### config.mk
export PLATFORM = sky130hd
export DESIGN_NAME = simd_arith_unit
export DESIGN_NICKNAME = d
export VERILOG_FILES = /design/src/rtl/simd_pkg.sv /design/src/rtl/simd_addsub.sv /design/src/rtl/simd_mul16.sv /design/src/rtl/simd_arith_unit.sv
export SDC_FILE = /design/constraint.sdc
export NUM_CORES = 2
export LEC_CHECK = 0
export BUFFER_PORTS_ARGS = -buffer_cell sky130_fd_sc_hd__buf_2
export CORE_UTILIZATION = 55
export CTS_CLUSTER_SIZE = 16
export DETAILED_ROUTE_END_ITERATION = 6
export PLACE_DENSITY = 0.72
export SLEW_MARGIN = 20
export SYNTH_ARGS = -nofsm -noshare
export SYNTH_HDL_FRONTEND = slang
export SYNTH_HIERARCHICAL = 1
export SYNTH_SLANG_ARGS = --single-unit
export TNS_END_PERCENT = 20
### constraint.sdc
create_clock -name clk -period 16.8 [get_ports clk]
set_clock_uncertainty 0.15 [all_clocks]
set_input_delay 0.84 -clock clk [delete_from_list [all_inputs] [get_ports clk]]
set_output_delay 0.84 -clock clk [all_outputs]
set_load 0.05 [all_outputs]
### src/rtl/simd_pkg.sv
package simd_pkg;

  typedef enum logic [1:0] {K_ADD = 2'b00, K_SUB = 2'b01, K_MULLO = 2'b10, K_MULHI = 2'b11} op_kind_e;
  typedef enum logic [1:0] {SZ_B8 = 2'b00, SZ_H16 = 2'b01, SZ_W32 = 2'b10, SZ_W32B = 2'b11} lane_sz_e;
  typedef enum logic [1:0] {M_WRAP = 2'b00, M_SSAT = 2'b01, M_USAT = 2'b10, M_WRAP2 = 2'b11} sat_mode_e;

  localparam int unsigned SLICE_W = 8;

  // True when byte idx is the lowest byte of its lane.
  function automatic logic lane_base(input int unsigned idx, input logic [1:0] sz);
    if (sz == SZ_B8)       lane_base = 1'b1;
    else if (sz == SZ_H16) lane_base = (idx % 2) == 0;
    else                   lane_base = (idx % 4) == 0;
  endfunction

  // Index of the most significant byte of the lane holding byte idx.
  function automatic int unsigned lane_top(input int unsigned idx, input logic [1:0] sz);
    if (sz == SZ_B8)       lane_top = idx;
    else if (sz == SZ_H16) lane_top = idx | 1;
    else                   lane_top = idx | 3;
  endfunction

  // Saturation mode that actually applies: none for 32-bit lanes.
  function automatic logic [1:0] eff_mode(input logic [1:0] sz, input logic [1:0] md);
    if (sz[1] || md == M_WRAP2) eff_mode = M_WRAP;
    else                        eff_mode = md;
  endfunction

endpackage

### src/rtl/simd_addsub.sv
module simd_addsub
  import simd_pkg::*;
#(
  parameter int unsigned DATA_W = 64
) (
  input  logic [DATA_W-1:0] a,
  input  logic [DATA_W-1:0] b,
  input  logic              sub,
  input  logic [1:0]        sz,
  input  logic [1:0]        mode,
  output logic [DATA_W-1:0] res,
  output logic [DATA_W/SLICE_W-1:0] sat_hit
);
  localparam int unsigned NB = DATA_W / SLICE_W;

  logic [DATA_W-1:0]   bx;
  logic [DATA_W-1:0]   raw;
  logic [NB-1:0]       cin;
  logic [NB-1:0]       cout;
  logic [1:0]          emode;

  assign bx    = b ^ {DATA_W{sub}};
  assign emode = eff_mode(sz, mode);

  // Partitioned carry chain: carry cut at each lane's lowest byte.
  always_comb begin
    logic               c;
    logic [SLICE_W:0]   t;
    c = sub;
    for (int i = 0; i < NB; i++) begin
      cin[i] = lane_base(i, sz) ? sub : c;
      t = {1'b0, a[i*SLICE_W +: SLICE_W]} + {1'b0, bx[i*SLICE_W +: SLICE_W]} + {{SLICE_W{1'b0}}, cin[i]};
      raw[i*SLICE_W +: SLICE_W] = t[SLICE_W-1:0];
      cout[i] = t[SLICE_W];
      c = t[SLICE_W];
    end
  end

  // Per-byte saturation from the owning lane's top-byte status.
  always_comb begin
    int unsigned tp;
    logic am, bm, sm, sovf, uovf, tbyte;
    for (int i = 0; i < NB; i++) begin
      tp    = lane_top(i, sz);
      am    = a[tp*SLICE_W + SLICE_W-1];
      bm    = bx[tp*SLICE_W + SLICE_W-1];
      sm    = raw[tp*SLICE_W + SLICE_W-1];
      sovf  = (am == bm) && (sm != am);
      uovf  = sub ? !cout[tp] : cout[tp];
      tbyte = (tp == i);
      sat_hit[i] = ((emode == M_SSAT) && sovf) || ((emode == M_USAT) && uovf);
      if (!sat_hit[i])
        res[i*SLICE_W +: SLICE_W] = raw[i*SLICE_W +: SLICE_W];
      else if (emode == M_USAT)
        res[i*SLICE_W +: SLICE_W] = sub ? {SLICE_W{1'b0}} : {SLICE_W{1'b1}};
      else if (!am)
        res[i*SLICE_W +: SLICE_W] = tbyte ? {1'b0, {(SLICE_W-1){1'b1}}} : {SLICE_W{1'b1}};
      else
        res[i*SLICE_W +: SLICE_W] = tbyte ? {1'b1, {(SLICE_W-1){1'b0}}} : {SLICE_W{1'b0}};
    end
  end

  // a lane base never takes a carry other than the operation carry-in.
  always_comb begin
    for (int i = 0; i < NB; i++)
      if (lane_base(i, sz))
        p_base_cin_r5: assert (cin[i] == sub);
  end

endmodule

### src/rtl/simd_mul16.sv
module simd_mul16 #(
  parameter int unsigned DATA_W = 64,
  parameter int unsigned LANE_W = 16
) (
  input  logic [DATA_W-1:0] a,
  input  logic [DATA_W-1:0] b,
  input  logic              hi_sel,
  output logic [DATA_W-1:0] res
);
  localparam int unsigned NL = DATA_W / LANE_W;

  logic [2*LANE_W-1:0] prod [NL];

  for (genvar l = 0; l < NL; l++) begin : g_lane
    logic signed [LANE_W-1:0]   sa, sb;
    logic signed [2*LANE_W-1:0] sp;
    assign sa = a[l*LANE_W +: LANE_W];
    assign sb = b[l*LANE_W +: LANE_W];
    assign sp = sa * sb;
    assign prod[l] = sp;
    assign res[l*LANE_W +: LANE_W] = hi_sel ? prod[l][2*LANE_W-1:LANE_W] : prod[l][LANE_W-1:0];

    // low half equals the low half of the unsigned product.
    logic [2*LANE_W-1:0] up;
    assign up = {{LANE_W{1'b0}}, a[l*LANE_W +: LANE_W]} * {{LANE_W{1'b0}}, b[l*LANE_W +: LANE_W]};
    always_comb p_lo_unsigned_r7: assert (prod[l][LANE_W-1:0] == up[LANE_W-1:0]);
  end

endmodule

### src/rtl/simd_arith_unit.sv
module simd_arith_unit
  import simd_pkg::*;
#(
  parameter int unsigned DATA_W = 64
) (
  input  logic              clk,
  input  logic              rst_n,
  input  logic              in_valid,
  input  logic [1:0]        op_kind,
  input  logic [1:0]        lane_sz,
  input  logic [1:0]        sat_mode,
  input  logic [DATA_W-1:0] op_a,
  input  logic [DATA_W-1:0] op_b,
  output logic              out_valid,
  output logic [DATA_W-1:0] out_data
);
  localparam int unsigned NB = DATA_W / SLICE_W;
  localparam int unsigned NH = DATA_W / 16;
  localparam int unsigned NW = DATA_W / 32;

  logic [DATA_W-1:0] as_res, mul_res, nxt;
  logic [NB-1:0]     sat_hit;
  logic              is_mul;

  assign is_mul = op_kind[1];

  simd_addsub #(.DATA_W(DATA_W)) u_addsub (
    .a(op_a), .b(op_b), .sub(op_kind == K_SUB), .sz(lane_sz), .mode(sat_mode),
    .res(as_res), .sat_hit(sat_hit)
  );

  simd_mul16 #(.DATA_W(DATA_W), .LANE_W(16)) u_mul (
    .a(op_a), .b(op_b), .hi_sel(op_kind == K_MULHI), .res(mul_res)
  );

  assign nxt = is_mul ? mul_res : as_res;

  always_ff @(posedge clk) begin
    if (!rst_n) begin
      out_valid <= 1'b0;
      out_data  <= '0;
    end else begin
      out_valid <= in_valid;
      if (in_valid) out_data <= nxt;
    end
  end

  // one-cycle valid latency.
  p_latency_r9: assert property (@(posedge clk) disable iff (!rst_n)
    1'b1 |=> out_valid == $past(in_valid));

  // result holds without a request.
  p_hold_r10: assert property (@(posedge clk) disable iff (!rst_n)
    !in_valid |=> $stable(out_data));

  // saturating add on 32-bit lanes wraps.
  for (genvar w = 0; w < NW; w++) begin : g_w32
    p_w32_wrap_r6: assert property (@(posedge clk) disable iff (!rst_n)
      (in_valid && op_kind == K_ADD && lane_sz[1]) |=>
      out_data[w*32 +: 32] == 32'($past(op_a[w*32 +: 32]) + $past(op_b[w*32 +: 32])));
  end

  // byte lanes isolated; unsigned saturating add never below A.
  for (genvar i = 0; i < NB; i++) begin : g_byte
    p_byte_iso_r5: assert property (@(posedge clk) disable iff (!rst_n)
      (in_valid && op_kind == K_ADD && lane_sz == SZ_B8 && sat_mode == M_WRAP) |=>
      out_data[i*8 +: 8] == 8'($past(op_a[i*8 +: 8]) + $past(op_b[i*8 +: 8])));
    p_usat_floor_r4: assert property (@(posedge clk) disable iff (!rst_n)
      (in_valid && op_kind == K_ADD && lane_sz == SZ_B8 && sat_mode == M_USAT) |=>
      out_data[i*8 +: 8] >= $past(op_a[i*8 +: 8]));
  end

  // two non-negative 16-bit lanes never produce a negative saturated sum.
  for (genvar h = 0; h < NH; h++) begin : g_half
    p_ssat_sign_r3: assert property (@(posedge clk) disable iff (!rst_n)
      (in_valid && op_kind == K_ADD && lane_sz == SZ_H16 && sat_mode == M_SSAT &&
       !op_a[h*16+15] && !op_b[h*16+15]) |=> !out_data[h*16+15]);
  end

endmodule

## After elaboration in Yosys (flattened, before gate mapping)

Index checks and enable logic that the tools add are counted.

- Register bits: 65
- Bits in latches: 0
- Memory bits (writable): 0
- Bits in read-only memories: 0
- Bits of input ports: 137
- Output and inout bits: 65
- Logic and storage cells: 233
- Memories kept: 0

- $add $sub $neg: 28
- $mul: 4
- Div/mod/pow operators: 0
- Order comparisons: 12
- Equality and inequality tests: 27
- Shifts and indexed selects: 0
- Muxes and demuxes: 116
- Bitwise gates (word level): 1
- Reductions and logical operators: 43

Operators by type and width:

| cell | count |
|---|---|
| 8-bit two-way mux | 37 |
| 32-bit by 7-bit less-than comparator with 1-bit output (second input constant) | 6 |
| 32-bit by 1-bit subtractor with 32-bit output (second input constant) | 6 |
| 32-bit by 4-bit adder with 32-bit output (second input constant) | 4 |
| 32-bit by 4-bit less-than comparator with 1-bit output (second input constant) | 4 |
| 16-bit by 16-bit multiplier with 32-bit output | 4 |
| 32-bit two-way mux | 4 |
| 1-bit binary-select mux with 6-bit select | 18 |
| 8-bit by 8-bit adder with 9-bit output | 8 |
| 9-bit by 1-bit adder with 9-bit output | 8 |
| 32-bit by 3-bit == test with 1-bit output (second input constant) | 2 |
| 16-bit two-way mux | 4 |
| 64-bit two-way mux | 1 |
| 64-bit XOR | 1 |
| 1-bit two-way mux | 43 |
| 32-bit by 1-bit == test with 1-bit output (second input constant) | 1 |
| 32-bit zero test | 1 |
| 1-bit logical AND | 24 |
| 1-bit binary-select mux with 3-bit select | 6 |
| 1-bit logical OR | 9 |
| 1-bit == test | 8 |
| 2-bit == test (second input constant) | 4 |
| 1-bit zero test | 8 |
| 1-bit != test | 8 |
| 8 further kinds | 12 |

## Logic depth before layout (Yosys ltp)

- Depth in word-level cells: 18
- Mapped depth: 44
- Depth with buffers taken out: 37

## Hierarchy

Netlist, hierarchy kept.

By module, submodules not included:

| module | times used | cells each | area an instance (µm²) | seq. area each (µm²) |
|---|---|---|---|---|
| simd_mul16 | 1 | 4448 | 40013.4 | 0.0 |
| simd_addsub | 1 | 648 | 4717.0 | 0.0 |
| simd_arith_unit | 1 | 289 | 2815.2 | 1301.2 |

## Least setup slack after synthesis

OpenSTA, ideal clock, no wires.

- Path kind: input to register
- Start point: input port op_kind[1]
- End point: register out_data[23]
- Library setup time: 133 ps
- Arrival time: 9142 ps
- Data required time: 16517 ps
- Slack: 7375 ps
- Stages on the path: 44
- Buffers on the path: 7
- Path through: buf_4 > buf_4 > nor2b_1 > buf_2 > buf_2 > clkbuf_1 > buf_2 > xor2_1 > inv_1 > fa_1 > nor2b_1 > o2111a_1 > a211oi_2 > o2bb2ai_1 > nand2_1 > nand2_1 > fa_1 > fa_1 > [8 not listed] > nand2b_1 > a21oi_1 > o21bai_1 > a21oi_1 > o21ai_0 > fa_1 > fa_1 > nor2b_1 > o21ai_1 > a21o_1 > a21oi_1 > mux2i_1 > o211ai_1 > a211o_1 > buf_2 > mux2_1 > mux2i_1 > a21oi_1

- Cells in the longest elaborated chain, start to end: 18
- Elaborated cells on any way between the ends: 44
- Classes of those cells: 16 x add/sub; 4 x eq/ne; 18 x mux; 1 x bitwise; 5 x reduce/logical

Ends and longest elaborated chain:

| what | line | text |
|---|---|---|
| start: declaration | simd_arith_unit.sv:9 | `input logic [1:0] op_kind,` |
| 2-bit by 1-bit == test with 1-bit output (*) | simd_arith_unit.sv:28 | `.a(op_a), .b(op_b), .sub(op_kind == K_SUB), .sz(lane_sz), .mode(sat_mode),` |
| 64-bit XOR | simd_addsub.sv:22 | `assign bx = b ^ {DATA_W{sub}};` |
| 8-bit by 8-bit adder with 9-bit output | simd_addsub.sv:32 | `t = {1'b0, a[i*SLICE_W +: SLICE_W]} + {1'b0, bx[i*SLICE_W +: SLICE_W]} + {{SLICE_W{1'b0}}, cin[i]};` |
| 9-bit by 1-bit adder with 9-bit output | simd_addsub.sv:32 |  |
| 1-bit two-way mux | simd_addsub.sv:31 | `cin[i] = lane_base(i, sz) ? sub : c;` |
| 9-bit by 1-bit adder with 9-bit output | simd_addsub.sv:32 |  |
| 1-bit two-way mux | simd_addsub.sv:31 |  |
| 9-bit by 1-bit adder with 9-bit output | simd_addsub.sv:32 |  |
| [4 not listed] | -- |  |
| 1-bit != test or 1-bit zero test (tied branches) | simd_addsub.sv:48, simd_addsub.sv:49 |  |
| 1-bit logical AND or 1-bit two-way mux (tied branches) | simd_addsub.sv:48, simd_addsub.sv:49 |  |
| 1-bit logical AND | simd_addsub.sv:51 | `sat_hit[i] = ((emode == M_SSAT) && sovf) \|\| ((emode == M_USAT) && uovf);` |
| 1-bit logical OR (*) | simd_addsub.sv:51 |  |
| net sat_hit[2] | simd_arith_unit.sv:22 | `logic [NB-1:0] sat_hit;` |
| 8-bit two-way mux (*) | simd_addsub.sv:52 | `if (!sat_hit[i])` |
| net as_res[23] | simd_arith_unit.sv:21 | `logic [DATA_W-1:0] as_res, mul_res, nxt;` |
| 64-bit two-way mux (*) | simd_arith_unit.sv:36 | `assign nxt = is_mul ? mul_res : as_res;` |
| end signal: assignment | simd_arith_unit.sv:44 | `if (in_valid) out_data <= nxt;` |
| end: declaration | simd_arith_unit.sv:15 | `output logic [DATA_W-1:0] out_data` |

The timed path passes the listed nets; every way through them passes the cells marked *. The select of a mux whose other input is x is not followed.
A chain may end at the register's enable or synchronous reset.

## Final worst setup path

- Start point: input port op_kind[1]
- End point: register out_data[60]

- Cells in the longest elaborated chain, start to end: 16
- Elaborated cells on any way between the ends: 27
- Classes of those cells: 8 x add/sub; 4 x eq/ne; 9 x mux; 1 x bitwise; 5 x reduce/logical

Ends and longest elaborated chain:

| what | line |
|---|---|
| 2-bit by 1-bit == test with 1-bit output (*) | simd_arith_unit.sv:28 |
| 64-bit XOR | simd_addsub.sv:22 |
| 8-bit by 8-bit adder with 9-bit output | simd_addsub.sv:32 |
| 9-bit by 1-bit adder with 9-bit output | simd_addsub.sv:32 |
| 1-bit two-way mux | simd_addsub.sv:31 |
| 9-bit by 1-bit adder with 9-bit output | simd_addsub.sv:32 |
| 1-bit two-way mux | simd_addsub.sv:31 |
| 9-bit by 1-bit adder with 9-bit output | simd_addsub.sv:32 |
| [2 not listed] | -- |
| 1-bit != test or 1-bit zero test (tied branches) | simd_addsub.sv:48, simd_addsub.sv:49 |
| 1-bit logical AND or 1-bit two-way mux (tied branches) | simd_addsub.sv:48, simd_addsub.sv:49 |
| 1-bit logical AND | simd_addsub.sv:51 |
| 1-bit logical OR (*) | simd_addsub.sv:51 |
| net sat_hit[7] | simd_arith_unit.sv:22 |
| 8-bit two-way mux (*) | simd_addsub.sv:52 |
| net as_res[60] | simd_arith_unit.sv:21 |
| 64-bit two-way mux (*) | simd_arith_unit.sv:36 |

The timed path passes the listed nets; every way through them passes the cells marked *.

==> metrics <==
run status=finished clean; CTS root buf=clkbuf_16; gr usage total=29.7%; GP Congestion=0.920; global-route wire length before repair=204,000 microns; port buffer count=between 200 and 250; crit path max fanout=47; area of the multi-input gates=about 41,000 sq um; Overflow after GRT=0; vias in the first global route=slightly below 40,000; R2R setup slack=about 16 ns; Initial Util=between 50% and 60%; DRC violations left=0; largest net degree at the start of global routing=99; layout filler cell count=just under 8,000; Setup Crit Path Kind=in2reg; Slew Limit Fails=0; cell count after placement=6,536; CTS tree=built; area of the mapped netlist=47,500 sq um; Max Fclk=101 MHz; Clk Latency, worst-skew pair=about 0.35 ns; total CTS buffers=9; Syn. warnings=6; max-capacitance violation count=0; post-route ant nets=0; Critical Path Max Stage Delay=~0.58 ns; share of cells above drive strength 1=5.27%; Die ar.=87,600 sq um; post-synth net total=6,966; initial DRC count=2,087; Worst Tran Pin Value=between 1 and 1.5 ns; Die Y=between 200 and 300 microns; initial antenna violation count=5; Core Footprint=85,400 sq um; non-filler instance count after layout=6,554; hold_buf cts=0; fin nets=around 7,000; Final Hold Fails=0; Critical R2R Launch=out_data[50]; # rows=about 110; fin crit share=between 50% and 60%; Final Core Density=57.9%; I/O pin count=approximately 200; clk slew on worst S/H paths=0.06 ns; drt via density=roughly 5.5; Avg Cell Area, Syn=about 8.8 sq um; # resized after CTS=0; WL final=approximately 120,000 microns; RSZ-0062 raised after global routing=false; Hold Path Depth=2; Hold Path End=out_data[4]; final worst path period need=9.91 ns; final setup fails=0; Clock Path Buffers=2; Cells after Synth=5,383; FF+latch area=~1300 sq um; Post-CTS Setup Repair Bufs=0; WHS=0.372 ns; Crit path required time=16.85 ns; post-DP HPWL=99,200 microns; r2r worst-path depth=2; relative slew slack=29.8%; Sum Neg Setup Slack=0 ns; DRT Pass-1 Iters=6; die outline width=296 microns; reg2reg end=out_data[50]; Crit-path slowest cell=buf_4; area grow syn2layout=4.09%; Worst Setup End Kind=flip-flop; H-tree depth=3; post-DR wirelength/cell=18.9 microns; Tightest Hold Check Type=reg2reg; WP data arrival=~10 ns; Hold Startpoint=out_data[4]; cell mode on critical path=fa_1; via count=36,300; Startpoint Class=input pin; CTS Sinks=65
placed cells by master (no fill, tap or decap), types with 7 or more instances in the layout:
cell	n
nand2b_1	50
nor2b_1	25
ha_1	384
o211ai_1	15
mux2_2	16
xnor2_1	124
fa_1	1062
a211o_1	9
o21a_1	15
a21oi_1	190
a211oi_1	21
nor3_1	35
or3_1	11
a211oi_2	7
dfxtp_1	65
a21o_1	63
o21bai_1	20
nand4_1	11
or2_2	8
buf_4	12
nand2_1	551
and2_1	504
o31ai_1	13
inv_1	1184
o21ai_1	65
mux2i_1	94
xor2_1	114
nor2_1	161
o22ai_1	9
o21ai_0	147
buf_2	199
a31oi_1	24
clkbuf_16	9
nand3_1	43
and3_1	17
cell type report:
cell class | count | area share, %
Sequential cell | 65 | 2.63
Tap cell | 1144 | 2.89
Antenna cell | 2 | 0.0101
Clock inverter | 7 | 0.154
Inverter | 1184 | 8.98
Clock buffer | 9 | 0.455
Timing Repair Buffer | 211 | 2.19
Multi-Input combinational cell | 3932 | 82.7
flip-flops by register name, indices dropped and copies added, names as in the netlist:
| register | flops |
|---|---|
| out_valid | 1 |
| out_data | 64 |
worst max-delay path, delay by kind of cell:
kind	cells	cell delay (ns)
buf+inv	4	1.46
fa+ha+maj	7	3.02
xor+xnor	1	0.25
compound gates	15	2.53
mux	1	0.15
simple gates	10	1.64
worst max path at each step:
| stage | start | to | slack [ns] |
|---|---|---|---|
| floorplan | op_kind[1] | out_data[23] | 7.38 |
| global placement | op_kind[1] | out_data[59] | 6.75 |
| detailed placement | op_kind[1] | out_data[57] | 6.58 |
| CTS | op_kind[1] | out_data[57] | 6.97 |
| global route | op_kind[1] | out_data[61] | 6.17 |
| finish | op_kind[1] | out_data[60] | 6.89 |
routing by layer:
metal / global-route usage [%] / share of wire, %
met5: 0 / 0.015
met1: 38.4 / 41
met2: 51.5 / 50
met4: 8.44 / 2.8
met3: 4.79 / 6.4
stage by stage:
stage | instance area [sq um] | setup slack (ns)
4_1_cts | 49500 | 6.97
2_1_floorplan | 47500 | 7.38
5_1_grt | 49500 | 6.17
6_report | 49500 | 6.89
3_5_place_dp | 49200 | 6.58
3_3_place_gp | 49200 | 6.75
Power is left out: the tool's default activity adds up to more than one toggle a clock period on the data nets, which glitch-free logic cannot reach.
